===== src/rtl/psa_pkg.sv =====
package psa_pkg;
  localparam int unsigned DEF_GRP_BITS = 3;
  localparam int unsigned DEF_COL_BITS = 3;
  localparam int unsigned DEF_NEST_W   = 4;
  localparam int unsigned DEF_CNT_W    = 32;
endpackage


===== src/rtl/psa_lsb_find.sv =====
module psa_lsb_find #(
  parameter int unsigned W  = 8,
  localparam int unsigned IW = $clog2(W)
) (
  input  logic [W-1:0]  vec_i,
  output logic [IW-1:0] idx_o,
  output logic          found_o
);
  always_comb begin
    idx_o   = '0;
    found_o = 1'b0;
    for (int i = W - 1; i >= 0; i--) begin
      if (vec_i[i]) begin
        idx_o   = IW'(i);
        found_o = 1'b1;
      end
    end
  end

  always_comb begin
    if (found_o) AST_LSB_HIT: assert (vec_i[idx_o]);
  end
endmodule


===== src/rtl/psa_ready_map.sv =====
module psa_ready_map #(
  parameter int unsigned GRP_BITS = 3,
  parameter int unsigned COL_BITS = 3,
  localparam int unsigned PRIO_W  = GRP_BITS + COL_BITS,
  localparam int unsigned N_ROWS  = 1 << GRP_BITS,
  localparam int unsigned ROW_W   = 1 << COL_BITS
) (
  input  logic                     clk_i,
  input  logic                     rst_ni,
  input  logic                     set_vld_i,
  input  logic [PRIO_W-1:0]        set_prio_i,
  input  logic                     clr_vld_i,
  input  logic [PRIO_W-1:0]        clr_prio_i,
  output logic [N_ROWS*ROW_W-1:0]  rows_o,
  output logic [N_ROWS-1:0]        group_o
);
  logic [ROW_W-1:0] set_bit, clr_bit;
  assign set_bit = ROW_W'(1) << set_prio_i[COL_BITS-1:0];
  assign clr_bit = ROW_W'(1) << clr_prio_i[COL_BITS-1:0];

  for (genvar r = 0; r < N_ROWS; r++) begin : g_row
    logic [ROW_W-1:0] row_q, row_d, set_m, clr_m;
    logic             grp_q;
    assign set_m = (set_vld_i && set_prio_i[PRIO_W-1:COL_BITS] == GRP_BITS'(r)) ? set_bit : '0;
    assign clr_m = (clr_vld_i && clr_prio_i[PRIO_W-1:COL_BITS] == GRP_BITS'(r)) ? clr_bit : '0;
    // clear wins over a same-cycle set
    assign row_d = (row_q | set_m) & ~clr_m;

    always_ff @(posedge clk_i or negedge rst_ni) begin
      if (!rst_ni) begin
        row_q <= '0;
        grp_q <= 1'b0;
      end else begin
        row_q <= row_d;
        grp_q <= |row_d;
      end
    end

    assign rows_o[r*ROW_W +: ROW_W] = row_q;
    assign group_o[r]               = grp_q;
  end

  AST_SET_TAKES: assert property (@(posedge clk_i) disable iff (!rst_ni)
    set_vld_i && !(clr_vld_i && clr_prio_i == set_prio_i) |=> rows_o[$past(set_prio_i)]);
  AST_CLR_TAKES: assert property (@(posedge clk_i) disable iff (!rst_ni)
    clr_vld_i |=> !rows_o[$past(clr_prio_i)]);
endmodule


===== src/rtl/psa_nest_ctrl.sv =====
module psa_nest_ctrl #(
  parameter int unsigned NEST_W = 4
) (
  input  logic clk_i,
  input  logic rst_ni,
  input  logic irq_enter_i,
  input  logic irq_exit_i,
  input  logic lock_i,
  input  logic unlock_i,
  output logic last_exit_o,
  output logic unlocked_o
);
  localparam logic [NEST_W-1:0] MAX = '1;

  logic [NEST_W-1:0] irq_q, lock_q;
  logic irq_up, irq_dn, lk_up, lk_dn;

  assign irq_up = irq_enter_i && !irq_exit_i && irq_q != MAX;
  assign irq_dn = irq_exit_i && !irq_enter_i && irq_q != '0;
  assign lk_up  = lock_i && !unlock_i && lock_q != MAX;
  assign lk_dn  = unlock_i && !lock_i && lock_q != '0;

  always_ff @(posedge clk_i or negedge rst_ni) begin
    if (!rst_ni) begin
      irq_q  <= '0;
      lock_q <= '0;
    end else begin
      if (irq_up)      irq_q <= irq_q + NEST_W'(1);
      else if (irq_dn) irq_q <= irq_q - NEST_W'(1);
      if (lk_up)       lock_q <= lock_q + NEST_W'(1);
      else if (lk_dn)  lock_q <= lock_q - NEST_W'(1);
    end
  end

  assign last_exit_o = irq_dn && irq_q == NEST_W'(1);
  assign unlocked_o  = lock_q == '0;

  AST_IRQ_FLOOR: assert property (@(posedge clk_i) disable iff (!rst_ni)
    irq_exit_i && !irq_enter_i && irq_q == '0 |=> irq_q == '0);
  AST_LOCK_FLOOR: assert property (@(posedge clk_i) disable iff (!rst_ni)
    unlock_i && !lock_i && lock_q == '0 |=> lock_q == '0);
  AST_LOCK_STEP: assert property (@(posedge clk_i) disable iff (!rst_ni)
    lock_i && !unlock_i && lock_q != MAX |=> lock_q == $past(lock_q) + NEST_W'(1));
endmodule


===== src/rtl/prio_sched_assist.sv =====
module prio_sched_assist
  import psa_pkg::*;
#(
  parameter int unsigned GRP_BITS = DEF_GRP_BITS,
  parameter int unsigned COL_BITS = DEF_COL_BITS,
  parameter int unsigned NEST_W   = DEF_NEST_W,
  parameter int unsigned CNT_W    = DEF_CNT_W,
  localparam int unsigned PRIO_W  = GRP_BITS + COL_BITS,
  localparam int unsigned N_ROWS  = 1 << GRP_BITS,
  localparam int unsigned ROW_W   = 1 << COL_BITS
) (
  input  logic              clk_i,
  input  logic              rst_ni,
  input  logic              set_vld_i,
  input  logic [PRIO_W-1:0] set_prio_i,
  input  logic              clr_vld_i,
  input  logic [PRIO_W-1:0] clr_prio_i,
  input  logic              irq_enter_i,
  input  logic              irq_exit_i,
  input  logic              lock_i,
  input  logic              unlock_i,
  input  logic              cur_load_i,
  input  logic [PRIO_W-1:0] cur_prio_i,
  output logic              hi_vld_o,
  output logic [PRIO_W-1:0] hi_prio_o,
  output logic [PRIO_W-1:0] cur_prio_o,
  output logic              sw_req_o,
  output logic [CNT_W-1:0]  sw_cnt_o
);
  logic [N_ROWS*ROW_W-1:0] rows;
  logic [N_ROWS-1:0]       group;
  logic [GRP_BITS-1:0]     grp_idx;
  logic [COL_BITS-1:0]     col_idx;
  logic [ROW_W-1:0]        row_sel;
  logic                    grp_found, col_found;
  logic                    last_exit, unlocked, grant;

  psa_ready_map #(.GRP_BITS(GRP_BITS), .COL_BITS(COL_BITS)) u_map (
    .clk_i, .rst_ni, .set_vld_i, .set_prio_i, .clr_vld_i, .clr_prio_i,
    .rows_o(rows), .group_o(group)
  );

  psa_lsb_find #(.W(N_ROWS)) u_grp_find (
    .vec_i(group), .idx_o(grp_idx), .found_o(grp_found)
  );

  assign row_sel = rows[grp_idx*ROW_W +: ROW_W];

  psa_lsb_find #(.W(ROW_W)) u_col_find (
    .vec_i(row_sel), .idx_o(col_idx), .found_o(col_found)
  );

  psa_nest_ctrl #(.NEST_W(NEST_W)) u_nest (
    .clk_i, .rst_ni, .irq_enter_i, .irq_exit_i, .lock_i, .unlock_i,
    .last_exit_o(last_exit), .unlocked_o(unlocked)
  );

  assign hi_vld_o  = grp_found && col_found;
  assign hi_prio_o = {grp_idx, col_idx};
  assign grant     = last_exit && unlocked && hi_vld_o && hi_prio_o != cur_prio_o;

  always_ff @(posedge clk_i or negedge rst_ni) begin
    if (!rst_ni) begin
      cur_prio_o <= '1;
      sw_req_o   <= 1'b0;
      sw_cnt_o   <= '0;
    end else begin
      sw_req_o <= grant;
      if (grant) begin
        cur_prio_o <= hi_prio_o;
        sw_cnt_o   <= sw_cnt_o + CNT_W'(1);
      end else if (cur_load_i) begin
        cur_prio_o <= cur_prio_i;
      end
    end
  end

  AST_SW_AFTER_EXIT: assert property (@(posedge clk_i) disable iff (!rst_ni)
    sw_req_o |-> $past(irq_exit_i));
  AST_SW_UNLOCKED: assert property (@(posedge clk_i) disable iff (!rst_ni)
    sw_req_o |-> $past(unlocked));
  AST_SW_HAD_READY: assert property (@(posedge clk_i) disable iff (!rst_ni)
    sw_req_o |-> $past(hi_vld_o));
  AST_SW_CHANGES: assert property (@(posedge clk_i) disable iff (!rst_ni)
    sw_req_o |-> cur_prio_o != $past(cur_prio_o));
  AST_SW_COUNT: assert property (@(posedge clk_i) disable iff (!rst_ni)
    sw_req_o |-> sw_cnt_o == $past(sw_cnt_o) + CNT_W'(1));
  AST_GROUP_ROW: assert property (@(posedge clk_i) disable iff (!rst_ni)
    grp_found |-> col_found);
endmodule


===== config.mk =====
export PLATFORM = sky130hd
export DESIGN_NAME = prio_sched_assist
export DESIGN_NICKNAME = d
export VERILOG_FILES = /design/src/rtl/psa_pkg.sv /design/src/rtl/psa_lsb_find.sv /design/src/rtl/psa_ready_map.sv /design/src/rtl/psa_nest_ctrl.sv /design/src/rtl/prio_sched_assist.sv
export SDC_FILE = /design/constraint.sdc
export NUM_CORES = 1
export LEC_CHECK = 0
export BUFFER_PORTS_ARGS = -buffer_cell sky130_fd_sc_hd__buf_4
export CAP_MARGIN = 25
export CORE_MARGIN = 4
export CORE_UTILIZATION = 40
export CTS_BUF_LIST = sky130_fd_sc_hd__clkbuf_8
export DETAILED_ROUTE_END_ITERATION = 7
export MAX_ROUTING_LAYER = met4
export REMOVE_ABC_BUFFERS = 1
export SLEW_MARGIN = 20
export SYNTH_ARGS = -nofsm -noshare
export SYNTH_HDL_FRONTEND = slang
export SYNTH_SLANG_ARGS = --single-unit

===== constraint.sdc =====
create_clock -name clk_i -period 9.06 [get_ports clk_i]
set_input_delay 0.453 -clock clk_i [delete_from_list [all_inputs] [get_ports clk_i]]
set_output_delay 0.453 -clock clk_i [all_outputs]
set_load 0.01 [all_outputs]

* Word-level counts from Yosys, hierarchy flattened *
Cells that the tools add are included.

storage, ports and cells
  register bits after elaboration = 119
  latch bits = 0
  memory bits (writable) = 0
  ROM bits = 0
  output and inout port bits = 46
  word-level logic and storage cells = 174
  memories = 0

cells by class
  add/subtract/negate cells = 5
  multiply operators = 0
  divide/modulo/power cells = 0
  order comparisons = 0
  equality and inequality tests = 18
  shift-type cells = 3
  mux-type cells = 54
  bitwise logic cells = 24
  reduce and logical (&&, ||, !) cells = 49

operators by type and width
  operator                                           number
  two-way mux 8 bit                                  16
  bitwise AND 8 bit                                  8
  NOT 8 bit                                          8
  bitwise OR 8 bit                                   8
  OR reduction 8 bit                                 8
  variable part select 64 x 7 -> 8 bit               1
  two-way mux 3 bit                                  16
  adder 32 x 1 -> 32 bit (second input constant)     1
  logical AND 1 bit                                  29
  == test 3 bit (second input constant)              8
  two-way mux 1 bit                                  16
  two-way mux 4 bit                                  4
  << shifter 1 x 3 -> 8 bit (first input constant)   2
  == test 3 x 2 -> 1 bit (second input constant)     4
  two-way mux 6 bit                                  2
  adder 4 x 1 -> 4 bit (second input constant)       2
  inequality test 4 bit (second input constant)      2
  nonzero test 4 bit                                 2
  subtractor 4 x 1 -> 4 bit (second input constant)  2
  == test 3 x 1 -> 1 bit (second input constant)     2
  zero test 3 bit                                    2
  inequality test 6 bit                              1
  nonzero test 2 bit                                 3
  == test 4 x 1 -> 1 bit (second input constant)     1
  2 further kinds                                    5

* Longest topological paths before layout *
Gate-level depths: netlist of run 1.

  depth in word-level cells = 21
  depth in mapped cells = 13

* Cells and area by module *
Synthesis of run 1 repeated with hierarchy kept, for this count alone.

unflattened totals
  cell total of the unflattened synthesis = 633
  area, all modules = 6,651.4 sq um

by module, submodules not included
  module             instances  cells an instance  area each (sq um)  seq. area each (sq um)
  psa_ready_map      1          363                3,562.2            1,801.7
  prio_sched_assist  1          196                2,387.3            983.4
  psa_nest_ctrl      1          48                 541.8              200.2
  psa_lsb_find       2          13                 80.1               0.0

* Least setup slack after synthesis of run 1 *
No wires, ideal clock.

  path type = register to register
  start = register u_map.g_row[7].grp_q
  end = register sw_cnt_o[1]
  library setup time = 0.125 ns
  arrival = 3.314 ns
  data required time = 8.935 ns
  slack = 5.621 ns
  stages on the path, launching flop included = 11
  path buffers = 0
  path through = dfrtp_1 -> nor2b_1 -> o21a_2 -> nor2_2 -> mux4_2 -> o22ai_2 -> nand4_2 -> or3_1 -> a2111oi_4 -> a21oi_4 -> mux2_4

on the way
  longest elaborated chain between the ends = 20

ends and longest elaborated chain
  element                                                                                        RTL line                 text
  start, declared                                                                                psa_ready_map.sv:23      logic grp_q;
  start signal, assigned                                                                         psa_ready_map.sv:35      grp_q <= |row_d;
  parallel branches: the longest is 19 deep, another holds variable part select 64 x 7 -> 8 bit  n/a
  logical AND 1 bit (*)                                                                          prio_sched_assist.sv:60  assign grant = last_exit && unlocked && hi_vld_o && hi_prio_o != cur_prio_o;
  net grant                                                                                      prio_sched_assist.sv:36  logic last_exit, unlocked, grant;
  end signal, assigned                                                                           prio_sched_assist.sv:71  sw_cnt_o <= sw_cnt_o + CNT_W'(1);
  end, declared                                                                                  prio_sched_assist.sv:28  output logic [CNT_W-1:0] sw_cnt_o

Mark *: on every way through the listed nets, which the timed path passes.
A chain may end at the register's enable or synchronous reset.

* Worst setup path in the final report of run 1 *
  start = register u_map.g_row[0].grp_q
  end = register sw_cnt_o[1]

on the way
  longest elaborated chain between the ends = 13

ends and longest elaborated chain
  element                                                                                        RTL line
  start, declared                                                                                psa_ready_map.sv:23
  start signal, assigned                                                                         psa_ready_map.sv:35
  parallel branches: the longest is 12 deep, another holds variable part select 64 x 7 -> 8 bit  n/a
  logical AND 1 bit (*)                                                                          prio_sched_assist.sv:60
  net grant                                                                                      prio_sched_assist.sv:36

Marks and branches as above.

==> results of run 1 <==
==> layout make-up <==
cell class	instances	area share [%]
Clock inverter	11	1.257
Multi-Input combinational cell	483	43.55
Tap cell	216	3.527
Inverter	19	0.9308
Sequential cell	119	38.96
Timing Repair Buffer	82	8.001
Clock buffer	21	3.772
==> cells in the final DEF, fill, tap and decap left out, types with 13 or more instances in the layout <==
cell	n
a21oi_1	140
dfrtp_1	113
buf_4	81
nand2_1	39
xor2_1	28
nor2_1	25
inv_1	25
a2111oi_2	23
nor4_1	22
clkbuf_8	21
nand3_1	20
o21ai_0	15
nor3_1	13
==> report_power, final <==
| part | switching (mW) | internal (mW) |
|---|---|---|
| combinational | 0.284 | 0.186 |
| clock | 0.211 | 0.266 |
| sequential | 0.0905 | 0.620 |
==> logic make-up after synthesis <==
| group | count (synthesis) | share of synthesized area, % |
|---|---|---|
| XOR/XNOR | 39 | 5.214 |
| buffers and inverters | 54 | 3.781 |
| adder cells (fa/ha/maj) | 7 | 1.451 |
| flip-flops | 119 | 45.57 |
| AND/OR/NAND/NOR | 187 | 15.78 |
| AO/OA/AOI/OAI | 233 | 24.68 |
| multiplexers | 17 | 3.533 |
==> per-layer routing <==
layer  wire [um]  vias to the layer above  GRT usage (%)
li1            -                     2585              -
met3        1797                       53          5.774
met5           0                        -              -
met2        9251                      261          34.96
met1        8445                     2866          29.85
met4         652                        0          8.679
==> synth_stat cells (5+ instances only) <==
library cell	instances	share of area (%)
nor3_1	14	1.1
dfstp_2	6	2.4
o21ai_0	15	1.1
nand3_1	20	1.5
nand2b_1	7	0.67
inv_1	18	1.0
a21oi_1	140	11
a221o_1	10	1.5
nor2_1	25	1.4
and3b_1	7	0.94
buf_2	6	0.46
nand3b_1	5	0.57
clkbuf_1	19	1.1
nor3b_1	6	0.69
ha_1	6	1.1
and2_1	5	0.48
nor4_1	22	2.1
and3_1	7	0.67
xor2_1	28	3.7
xnor2_1	11	1.5
nand2_1	39	2.2
a2111oi_2	23	5.3
mux2i_1	7	1.1
o21bai_1	5	0.57
a211oi_1	11	1.3
dfrtp_1	113	43
nand4_1	10	0.95
or3_1	8	0.76
==> how the worst min path moves through the flow <==
stage                                   startpoint                        to  slack (ns)
after floorplan                             rst_ni   sw_cnt_o[0]$_DFFE_PN0P_        0.16
after global routing                        rst_ni  sw_cnt_o[17]$_DFFE_PN0P_        0.19
after detailed placement  sw_cnt_o[31]$_DFFE_PN0P_  sw_cnt_o[31]$_DFFE_PN0P_        0.47
after global placement    sw_cnt_o[31]$_DFFE_PN0P_  sw_cnt_o[31]$_DFFE_PN0P_        0.46
after CTS                                   rst_ni  sw_cnt_o[17]$_DFFE_PN0P_        0.16
final                                       rst_ni  sw_cnt_o[17]$_DFFE_PN0P_        0.12
==> registers in the layout, indices dropped and copies added (netlist names) <==
signal and flops:
u_map.g_row.row_q 64, sw_cnt_o 32, u_map.g_row.grp_q 8, cur_prio_o 6, u_nest.irq_q 4, u_nest.lock_q 4, sw_req_o 1
==> worst register-to-register path: stages, from the launching register on <==
cell,delay (ns)
dfrtp_1,0.48
nor2_1,0.55
nand2b_1,0.48
inv_1,0.27
mux4_2,0.34
o22ai_1,0.36
nand4_2,0.20
or3_1,0.39
a2111oi_4,0.30
buf_4,0.47
a21oi_4,0.22
mux2_4,0.36
==> per-stage QoR <==
stage          utilization (%)  setup WS (ns)  std cells  power [mW]
2_1_floorplan                -          4.310        621       1.000
6_report                 48.06          4.533        951       1.657
5_1_grt                  48.06          4.316        951       1.749
3_5_place_dp             45.59          4.589        919       1.182
4_1_cts                  48.01          4.571        951       1.659
3_3_place_gp             45.56          4.701        918       1.164
==> out/metrics.yaml, run 1 <==
timing:
  maxSlewHeadroom_pct: 25.39
  fin_crit_sh_pct: 49.97
  rsz0062_at_grt: "no"
  final-setup-viol-count: 0
  period_minus_slack_ns: 4.527
  tightest_slew_ns: 1.111
  max_freq_ghz: 0.2209
  fin_skew_ns: 0.01453
  fin_hold_ws_ns: 0.1237
  hold_viol: 0
  setup_tns_ns: 0
  slew_viol_final: 0
worst_setup_path:
  endpoint_kind: "flip-flop"
  worstPathCellList: "nor2_1, nand2b_1, inv_1, mux4_2, o22ai_1, nand4_2, or3_1, a2111oi_4, buf_4, a21oi_4, mux2_4"
  startpoint: "u_map.g_row[0].grp_q$_DFF_PN0_"
  critical_path.max_stage_delay_ns: 0.54
  r2r_start: "u_map.g_row[0].grp_q$_DFF_PN0_"
  crit_path_max_fanout: 32
  r2r_setup_slack_ns: 4.53
  critical-path-top-delay-family: "simple AND/OR/NAND/NOR gates"
  crit_arrival_ns: 4.86
  cpMaxStageDelayCell: "nor2_1"
  worstRegToRegCells: 11
  startpoint_type: "flip-flop"
  crit_cells: 11
  endpoint: "sw_cnt_o[1]$_DFFE_PN0P_"
  reg2reg_to: "sw_cnt_o[1]$_DFFE_PN0P_"
  cp.buffers_inverters: 2
  critPathRequiredTime_ns: 9.39
  worstSetupPathType: "flip-flop to flip-flop"
floorplan:
  die_x_um: 136.0
  dieArea_um2: 18490
  die_h_um: 136.0
  core_area_um2: 15940
  io_pins: 73
  core.rowCount: 46
  start_util_pct: 41.09
layout:
  insertedDiodeCount: 0
  multi_input_area_um2: 3337
  syn_to_final_growth_pct: 16.96
  nets: 756
  seq_area_um2: 2985
  drive_gt1_share_pct: 22.45
  final_area_um2: 7662
  fillers: 1540
cts:
  cts_hold_buf: 0
  clk_pin_slew_ns: 0.07
  post_cts_buffers: 0
  numCtsBuffers: 17
  ctsResizeCount: 0
  clock_latency_ns: 0.45
  clock_sinks: 119
  cts_buffer_depth: 2
  cts_root_buf: "clkbuf_8"
  ctsHtreeMaxLevel: 4
  cts_tree: "done"
synthesis:
  ys_ff_latch: 119
  synthCells: 656
  syn_avg_cell_area_um2: 9.987
  yosysSeqAreaShare_pct: 45.57
  yosys_warnings: 0
  syn_area_um2: 6551
  synth_ff_type: "dfrtp_1"
  synth-edff-count: 0
  async_flop_share_pct: 100.0
  synthDistinctLibCells: 67
grt:
  grt_max_degree: 72
  grt_use_total_pct: 23.00
  grt_pass1_vias: 5810
  antenna_found_initial: 0
  grt_overflow: 0
  grt_first_pass_wirelength_um: 31660
drt:
  drtPass1Iterations: 7
  drc: 0
  routed_via_density: 6.062
  via_count: 5765
  drt-total-wl_um: 20150
  drt_iter0_drc: 586
  wl_per_cell_um: 21.18
  ant_nets: 0
outcome:
  outcome: "finished, final reports clean"
worst_hold_path:
  worst_hold_path_type: "primary input to asynchronous set/reset pin"
power:
  ir_worst_vdd_uv: 138.5
  power_density_nw_per_um2: 216.2
  cellLeakagePower_nw: 3.341
placement:
  gp_congestion: 0.9957
  io_buffer_count: 72
  dp.final_hpwl_um: 14440
  placed_area_um2: 7268
job:
  maxCapViolCount: 0
Note: power is estimated with default switching activity, not from simulation.
==> run 2: changes to the inputs <==
==> constraint.sdc (replaced) <==
create_clock -name clk_i -period 3.8 [get_ports clk_i]
set_input_delay 0.19 -clock clk_i [delete_from_list [all_inputs] [get_ports clk_i]]
set_output_delay 0.19 -clock clk_i [all_outputs]
set_load 0.01 [all_outputs]
==> out/metrics.yaml, run 2 (synthesis results as in run 1) <==
floorplan:
  die_h_um: 136.0
  core.rowCount: 46
  die_x_um: 136.0
  core_area_um2: 15940
  dieArea_um2: 18490
  io_pins: 73
  start_util_pct: 41.09
timing:
  maxSlewHeadroom_pct: 43.24
  fin_hold_ws_ns: 0.04668
  hold_viol: 0
  worst_slack_ns: 0.1463
  fin_skew_ns: 0.01071
  final-setup-viol-count: 0
  max_freq_ghz: 0.2737
  setup_tns_ns: 0
  slew_viol_final: 0
  period_minus_slack_ns: 3.654
  fin_crit_sh_pct: 96.15
  tightest_slew_ns: 0.8449
worst_setup_path:
  endpoint_kind: "flip-flop"
  crit_path_max_fanout: 18
  crit_arrival_ns: 3.95
  cpMaxStageDelayCell: "or4b_1"
  critPathRequiredTime_ns: 4.10
  worstPathCellList: "or4b_1, a21oi_2, buf_4, a221o_1, o22a_1, nor3_2, or3_1, a2111oi_4, buf_12, buf_12, a2111oi_2, xor2_1"
  cp.buffers_inverters: 3
  critical-path-top-delay-family: "compound AO/OA/AOI/OAI gates"
  startpoint_type: "flip-flop"
  critical_path.max_stage_delay_ns: 0.52
  crit_top_cell: "buf_12"
  worstSetupPathType: "flip-flop to flip-flop"
grt:
  grt_max_degree: 50
  grt_use_total_pct: 22.45
  grt_overflow: 0
  grt_use_met1_pct: 28.84
  grt_util_met2_pct: 35.12
  busiest_layer: "met2"
  antenna_found_initial: 0
  use_met3_pct: 5.107
  grt_pass1_vias: 5684
  grt_first_pass_wirelength_um: 30830
layout:
  nets: 781
  fillers: 1483
  top_regs: "u_map.g_row.row_q x64, sw_cnt_o x32, u_map.g_row.grp_q x8"
  top_register: "u_map.g_row.row_q"
  largest_reg_flops: 64
  seq_area_um2: 2985
  final_cell_mix: "a21oi_1, dfrtp_1, buf_4, nand2_1, xor2_1"
  drive_gt1_share_pct: 25.43
  multi_input_area_um2: 3358
  final_util_pct: 49.97
  insertedDiodeCount: 0
  final_common_cell: "a21oi_1"
  syn_to_final_growth_pct: 21.60
  final_area_um2: 7966
drt:
  wl_per_cell_um: 20.42
  drc: 0
  drt_iter0_drc: 677
  via_count: 5824
  ant_nets: 0
  drt-total-wl_um: 19910
  routed_via_density: 5.973
  drtPass1Iterations: 5
cts:
  cts_tree: "done"
  numCtsBuffers: 17
  cts_root_buf: "clkbuf_8"
  ctsHtreeMaxLevel: 4
  clk_pin_slew_ns: 0.07
  cts_buffer_depth: 2
  clock_latency_ns: 0.44
  clock_sinks: 119
power:
  ir_worst_vdd_uv: 331.8
  cellLeakagePower_nw: 3.502
  power_density_nw_per_um2: 523.4
placement:
  dp_slack_ns: 0.01238
  placed_area_um2: 7461
  dp.final_hpwl_um: 14730
  gp_congestion: 0.9444
  io_buffer_count: 72
outcome:
  outcome: "finished, final reports clean"
job:
  maxCapViolCount: 0
worst_hold_path:
  worst_hold_path_type: "primary input to flip-flop"
[run 2: cell types whose count changed in the layout (fill, tap and decap cells not counted), moves of 2 or more]
cell	delta
clkinv_2	+2
nor3b_2	-2
nor3b_1	+2
bufinv_16	+2
inv_1	-5
buf_12	+4
buf_4	+19
[run 2: worst min-delay path: stages]
cell and delay, ns:
buf_4 0.07, mux2i_1 0.06, mux2i_1 0.12
[run 2: per-layer routing]
metal | part of all wire (%) | vias to the layer above
li1 | - | 2650
met1 | 42 | 2859
met2 | 47 | 276
met3 | 7.5 | 39
met4 | 2.8 | 0
met5 | 0 | -
[run 2: power breakdown]
part	switching (mW)	total, mW	internal, mW	leakage, nW
Combinational	0.694	1.23	0.532	1.79
Clock	0.500	1.25	0.754	0.227
Sequential	0.211	1.69	1.48	1.49
Total	1.40	4.17	2.76	3.50
[run 2: what timing repair did]
action / in CTS / in global routing
gates resized for setup: 0 / 7
hold buffers: 1 / 0
setup buffers: 0 / 2
endpoints found under the hold margin: 23 / 0
setup endpoints to repair: 0 / 39
[run 2: layout make-up]
| cell class | instances | area share, % |
|---|---|---|
| sequential | 119 | 37.47 |
| timing repair buffer | 107 | 10.68 |
| tap | 216 | 3.392 |
| clock buffer | 20 | 3.455 |
| clock inverter | 11 | 1.948 |
| inverter | 19 | 0.8952 |
| multi-input combinational | 483 | 42.15 |
[run 2: per-stage QoR]
step                      total power, mW  std cells
after floorplan                     2.384        621
after global placement              2.852        939
after detailed placement            2.898        939
after CTS                           4.157        971
after global routing                4.396        975
final                               4.170        975
[run 2: final timing paths]
path | start | to | slack, ns | depth (start not counted)
min in group asynchronous | rst_ni | sw_cnt_o[17]$_DFFE_PN0P_ | 0.20 | 2
max reg2reg | u_map.g_row[4].grp_q$_DFF_PN0_ | sw_cnt_o[14]$_DFFE_PN0P_ | 0.15 | 12
min reg2reg | sw_cnt_o[31]$_DFFE_PN0P_ | sw_cnt_o[31]$_DFFE_PN0P_ | 0.47 | 1
max | u_map.g_row[4].grp_q$_DFF_PN0_ | sw_cnt_o[14]$_DFFE_PN0P_ | 0.15 | 12
max in group asynchronous | rst_ni | u_map.g_row[7].row_q[3]$_DFF_PN0_ | 2.65 | 3
min | cur_prio_i[4] | cur_prio_o[4]$_DFFE_PN1P_ | 0.05 | 3
